===== src/rtl/tsr_pkg.sv =====
package tsr_pkg;
  typedef enum logic [1:0] {
    ACC_IDLE  = 2'd0,
    ACC_READ  = 2'd1,
    ACC_WRITE = 2'd2
  } acc_kind_e;
endpackage


===== src/rtl/tsr_rst_sync.sv =====
module tsr_rst_sync #(
  parameter int STAGES = 2
) (
  input  logic clk_i,
  input  logic rst_ni,
  output logic rst_sync_no
);
  logic [STAGES-1:0] sync_q;

  always_ff @(posedge clk_i or negedge rst_ni) begin
    if (!rst_ni) sync_q <= '0;
    else         sync_q <= {sync_q[STAGES-2:0], 1'b1};
  end

  assign rst_sync_no = sync_q[STAGES-1];
endmodule


===== src/rtl/tsr_handshake.sv =====
module tsr_handshake
  import tsr_pkg::*;
#(
  parameter int TOKEN_W = 32,
  parameter int DATA_W  = 32
) (
  input  logic               clk_i,
  input  logic               rst_ni,
  input  logic [TOKEN_W-1:0] req_i,
  input  logic [DATA_W-1:0]  we_i,
  output logic [TOKEN_W-1:0] ack_o,
  output acc_kind_e          kind_o
);
  logic [TOKEN_W-1:0] ack_q, ack_d;
  logic               pending;
  logic               ack_en;

  // Full-width comparison: any differing bit starts an access.
  assign pending = (req_i != ack_q);

  always_comb begin
    kind_o = ACC_IDLE;
    if (pending) kind_o = (we_i != '0) ? ACC_WRITE : ACC_READ;
    ack_en = pending;
    ack_d  = req_i;
  end

  always_ff @(posedge clk_i or negedge rst_ni) begin
    if (!rst_ni)     ack_q <= '0;
    else if (ack_en) ack_q <= ack_d;
  end

  assign ack_o = ack_q;
endmodule


===== src/rtl/tsr_store.sv =====
module tsr_store
  import tsr_pkg::*;
#(
  parameter int DATA_W = 32,
  parameter int ADDR_W = 6,
  parameter int DEPTH  = 16
) (
  input  logic              clk_i,
  input  logic              rst_ni,
  input  acc_kind_e         kind_i,
  input  logic [ADDR_W-1:0] addr_i,
  input  logic [DATA_W-1:0] wdata_i,
  output logic [DATA_W-1:0] rdata_o
);
  localparam int IDX_W = (DEPTH > 1) ? $clog2(DEPTH) : 1;
  localparam logic [ADDR_W:0] LIMIT = (ADDR_W+1)'(DEPTH);

  logic [DATA_W-1:0] mem_q [DEPTH];
  logic [DATA_W-1:0] rdata_q, rdata_d;
  logic [IDX_W-1:0]  idx;
  logic              in_range;
  logic              wr_en, rd_en;

  assign in_range = ({1'b0, addr_i} < LIMIT);
  assign idx      = IDX_W'(addr_i);
  assign wr_en    = (kind_i == ACC_WRITE) && in_range;
  assign rd_en    = (kind_i == ACC_READ);

  generate
    for (genvar g = 0; g < DEPTH; g++) begin : g_word
      logic sel;
      assign sel = wr_en && (idx == IDX_W'(g));
      always_ff @(posedge clk_i) begin
        if (sel) mem_q[g] <= wdata_i;
      end
    end
  endgenerate

  always_comb begin
    rdata_d = '0;
    if (in_range) rdata_d = mem_q[idx];
  end

  always_ff @(posedge clk_i or negedge rst_ni) begin
    if (!rst_ni)    rdata_q <= '0;
    else if (rd_en) rdata_q <= rdata_d;
  end

  assign rdata_o = rdata_q;
endmodule


===== src/rtl/toggle_sp_ram.sv =====
module toggle_sp_ram
  import tsr_pkg::*;
#(
  parameter int DATA_W  = 32,
  parameter int ADDR_W  = 6,
  parameter int DEPTH   = 16,
  parameter int TOKEN_W = 32
) (
  input  logic               clk_i,
  input  logic               rst_ni,
  input  logic [TOKEN_W-1:0] req_i,
  output logic [TOKEN_W-1:0] ack_o,
  input  logic [ADDR_W-1:0]  addr_i,
  input  logic [DATA_W-1:0]  wdata_i,
  input  logic [DATA_W-1:0]  we_i,
  output logic [DATA_W-1:0]  rdata_o
);
  logic      rst_n;
  acc_kind_e kind;

  tsr_rst_sync #(.STAGES(2)) u_rst (
    .clk_i       (clk_i),
    .rst_ni      (rst_ni),
    .rst_sync_no (rst_n)
  );

  tsr_handshake #(.TOKEN_W(TOKEN_W), .DATA_W(DATA_W)) u_hs (
    .clk_i  (clk_i),
    .rst_ni (rst_n),
    .req_i  (req_i),
    .we_i   (we_i),
    .ack_o  (ack_o),
    .kind_o (kind)
  );

  tsr_store #(.DATA_W(DATA_W), .ADDR_W(ADDR_W), .DEPTH(DEPTH)) u_store (
    .clk_i   (clk_i),
    .rst_ni  (rst_n),
    .kind_i  (kind),
    .addr_i  (addr_i),
    .wdata_i (wdata_i),
    .rdata_o (rdata_o)
  );
endmodule


===== config.mk =====
export PLATFORM = sky130hd
export DESIGN_NAME = toggle_sp_ram
export DESIGN_NICKNAME = d
export VERILOG_FILES = /design/src/rtl/tsr_pkg.sv /design/src/rtl/tsr_rst_sync.sv /design/src/rtl/tsr_handshake.sv /design/src/rtl/tsr_store.sv /design/src/rtl/toggle_sp_ram.sv
export SDC_FILE = /design/constraint.sdc
export NUM_CORES = 1
export LEC_CHECK = 0
export ABC_AREA = 1
export BUFFER_PORTS_ARGS = -buffer_cell sky130_fd_sc_hd__buf_2
export CAP_MARGIN = 20
export CORE_MARGIN = 2
export CORE_UTILIZATION = 50
export CTS_CLUSTER_SIZE = 16
export DETAILED_ROUTE_END_ITERATION = 7
export PLACE_DENSITY = 0.79
export REMOVE_ABC_BUFFERS = 1
export SLEW_MARGIN = 10
export SYNTH_ARGS = -nofsm -noshare
export SYNTH_HDL_FRONTEND = slang
export SYNTH_SLANG_ARGS = --single-unit

===== constraint.sdc =====
create_clock -name clk_i -period 1.8 [get_ports clk_i]
set_clock_uncertainty 0.05 [all_clocks]
set_input_delay 0.36 -clock clk_i [delete_from_list [all_inputs] [get_ports clk_i]]
set_output_delay 0.36 -clock clk_i [all_outputs]
set_load 0.03 [all_outputs]

==> out/qor.csv <==
metric,value,unit
reg-to-reg critical path endpoint,u_store.mem_q[5][21]$_DFFE_PP_,
"commonest cells after routing, fill and taps aside","1471 x nand2_1, 512 x edfxtp_1, 165 x buf_2, 80 x nor2_1, 68 x clkbuf_16",
cell total after placement,3095,
CTS H-tree depth,2,
drt pass-1 iters,6,
"top cells by area, synth","edfxtp_1 63%, nand2_1 23%, dfrtp_1 6.8%, nor2_1 1.6%, buf_2 1.1%",
port bufs,167,
Setup TNS,-168.56,ns
CTS Buf Count,57,
violated checks,setup timing,
total grt overflow,0,
DRT iter0 DRCs,2550,
Storage cell area,0.0170,mm2
Final min period,2.20,ns
Unique masters post-synth,24,
sequential area share after synthesis,70.0,%
DP HPWL,36100,um
Synth area leader,edfxtp_1,
worst slew pin tran,0.731,ns
Lkg Pwr,12.8,nW
Layout Nets,2751,
Vias,18500,
final worst-path cycle share,122,%
Starting Density,50.9,%
"commonest non-fill, non-tap cell in the layout",nand2_1,
DR WL/cell,21.5,um
pin count of the biggest net entering global routing,113,
Max Buffers Root-to-Sink,3,
clock sinks,578,
clock root buffer,clkbuf_16,
Final ANT Viol Nets,0,
PnR worst setup slack,-0.399,ns
CP Max Fanout,10,
"Reg clk slew, reported paths",0.07,ns
die height,225,um
Hold EP,u_store.mem_q[2][14]$_DFFE_PP_,
yosys warns,0,
Gate Count Post-Synth,2398,
Max Cap Viol,0,
Layout area overhead,21.4,%
Synth Register Bits,578,
"Clk Latency, worst-skew pair",0.65,ns
syn_area_per_cell,10.1,um2
Routed WL,71400,um
Avg Vias per Cell,5.58,
first-pass GRT wire length,102000,um
Slew Limit Headroom,51.3,%
status,"complete, but fails checks",
core area,0.0478,mm2
Crit Path Category,register to register,
die footprint,0.0505,mm2
number of global-route vias before repair,18300,
I/O pins,168,
dpl cell area,0.0260,mm2
fin area,0.0296,mm2
CTS tree,yes,
final estimated routing congestion in global placement,0.846,
unrepaired setup endpoints after global routing,yes,
hold path cells,1,
PD cells,979,mW/mm2
GRT Overall Usage,26.7,%
maximum vdd drop,768,uV
Worst R2R Setup Slack,-0.40,ns
Startpoint Class,register,
fmax,0.455,GHz
Fin. Hold Viols,0,
row cnt,80,
"Slew Viols, Final",0,
Place WS,-0.923,ns
Critical Path End Type,register,
initial antenna violation count,2,
fill count,3442,
layout cell share with drive strength beyond 1,15.7,%
Final setup violation count,545,
r2r worst-path depth,12,
DRC Markers,0,
Critical Path RT,2.12,ns
Final Hold Slack,0.0384,ns
die width,225,um
RR Startpoint,u_hs.ack_o[13]$_DFFE_PN0P_,
Final Non-Filler Cells,3313,
cell area after synthesis,0.0243,mm2
Multi-input gate area,0.00671,mm2
Min-Delay Path Class,input pin to register,
post-synth top area share,63.2,%
critical path arrival,2.52,ns
hold_sp,wdata_i[14],
==> cells in the mapped netlist <==
| cell type | n |
|---|---|
| nand2_1 | 1477 |
| edfxtp_1 | 512 |
| nor2_1 | 101 |
| dfrtp_1 | 66 |
| buf_2 | 55 |
| clkbuf_1 | 54 |
| nand3_1 | 34 |
| xnor2_1 | 23 |
| inv_1 | 19 |
| buf_6 | 17 |
| buf_4 | 14 |
| or2_1 | 5 |
| inv_2 | 3 |
| nor2_2 | 3 |
| nor3_1 | 3 |
| buf_1 | 2 |
| nand2_2 | 2 |
| nor4_1 | 2 |
| buf_12 | 1 |
| buf_8 | 1 |
| clkinv_2 | 1 |
| conb_1 | 1 |
| inv_4 | 1 |
| nor2_4 | 1 |
==> per-stage QoR <==
step	utilization [%]	total power, mW
floorplan	-	16.0
global placement	54.1	16.9
detailed placement	54.3	17.0
CTS	60.9	28.7
global route	61.8	29.7
finish	61.8	28.9
==> state kept, by name (all words and copies together) (netlist names) <==
name	count
u_hs.ack_o	32
u_rst.sync_q	2
u_store.mem_q	512
u_store.rdata_o	32
==> how the worst max path moves through the flow <==
stage | start | cells after the start | slack [ns] | end
floorplan | u_hs.ack_o[31]$_DFFE_PN0P_ | 10 | -1.83 | u_store.mem_q[0][0]$_DFFE_PP_
global placement | we_i[17] | 10 | -0.88 | u_store.mem_q[4][4]$_DFFE_PP_
detailed placement | we_i[29] | 10 | -0.92 | u_store.mem_q[3][4]$_DFFE_PP_
CTS | u_hs.ack_o[24]$_DFFE_PN0P_ | 12 | -0.33 | u_store.mem_q[9][14]$_DFFE_PP_
global route | u_hs.ack_o[13]$_DFFE_PN0P_ | 12 | -0.43 | u_store.mem_q[5][18]$_DFFE_PP_
finish | u_hs.ack_o[13]$_DFFE_PN0P_ | 12 | -0.40 | u_store.mem_q[5][21]$_DFFE_PP_
==> final cells by class <==
| class | instances | area share, % |
|---|---|---|
| sequential | 578 | 57.6 |
| multi-input combinational | 1661 | 22.7 |
| timing repair buffer | 325 | 10.5 |
| clock buffer | 84 | 5.34 |
| tap | 615 | 2.60 |
| clock inverter | 24 | 0.906 |
| inverter | 24 | 0.334 |
| antenna | 2 | 0.0169 |
==> report_power, final <==
| group | leakage, nW | switching (mW) | internal, mW | total (mW) |
|---|---|---|---|---|
| clock network | 0.902 | 5.23 | 6.69 | 11.9 |
| registers | 5.46 | 0.0718 | 14.8 | 14.9 |
| logic | 6.46 | 1.48 | 0.670 | 2.15 |
==> per-layer routing <==
layer | wire length, um | part of all wire [%] | GRT usage (%)
met1 | 25100 | 35 | 33.5
met2 | 33900 | 47 | 44.6
met3 | 8560 | 12 | 5.43
met4 | 3830 | 5.4 | 12.7
met5 | 8 | 0.011 | 0
==> timing repair <==
| item | 4_1_cts | 5_1_grt |
|---|---|---|
| pin swaps | 33 | 13 |
| hold buffers | 33 | 1 |
| setup buffers | 44 | 12 |
| endpoints found under the setup margin | 544 | 544 |
| endpoints found under the hold margin | 34 | 1 |
| gates cloned | 13 | 9 |
| gates resized for setup | 21 | 32 |
==> worst max-delay path, stage by stage, from the launching register on <==
cell and delay, ns:
dfrtp_1 0.41, xnor2_1 0.22, nand2_1 0.10, nor2_1 0.12, nand2_1 0.10, nor2_2 0.15
nand2_4 0.12, nand2_8 0.12, buf_12 0.13, buf_8 0.12, nor2_4 0.04, buf_4 0.14
buf_8 0.14
==> kinds of logic (layout without fill, tap and decap cells) <==
kind of cell | after synthesis | count (layout) | synth area share (%)
xor gates and xnor gates | 23 | 23 | 0.828
buffers and inverters | 168 | 457 | 3.74
DFF | 578 | 578 | 70.0
other | 1 | 3 | 0.0154
and+or+nand+nor | 1628 | 1637 | 25.5
(Power assumes the default switching activity.)
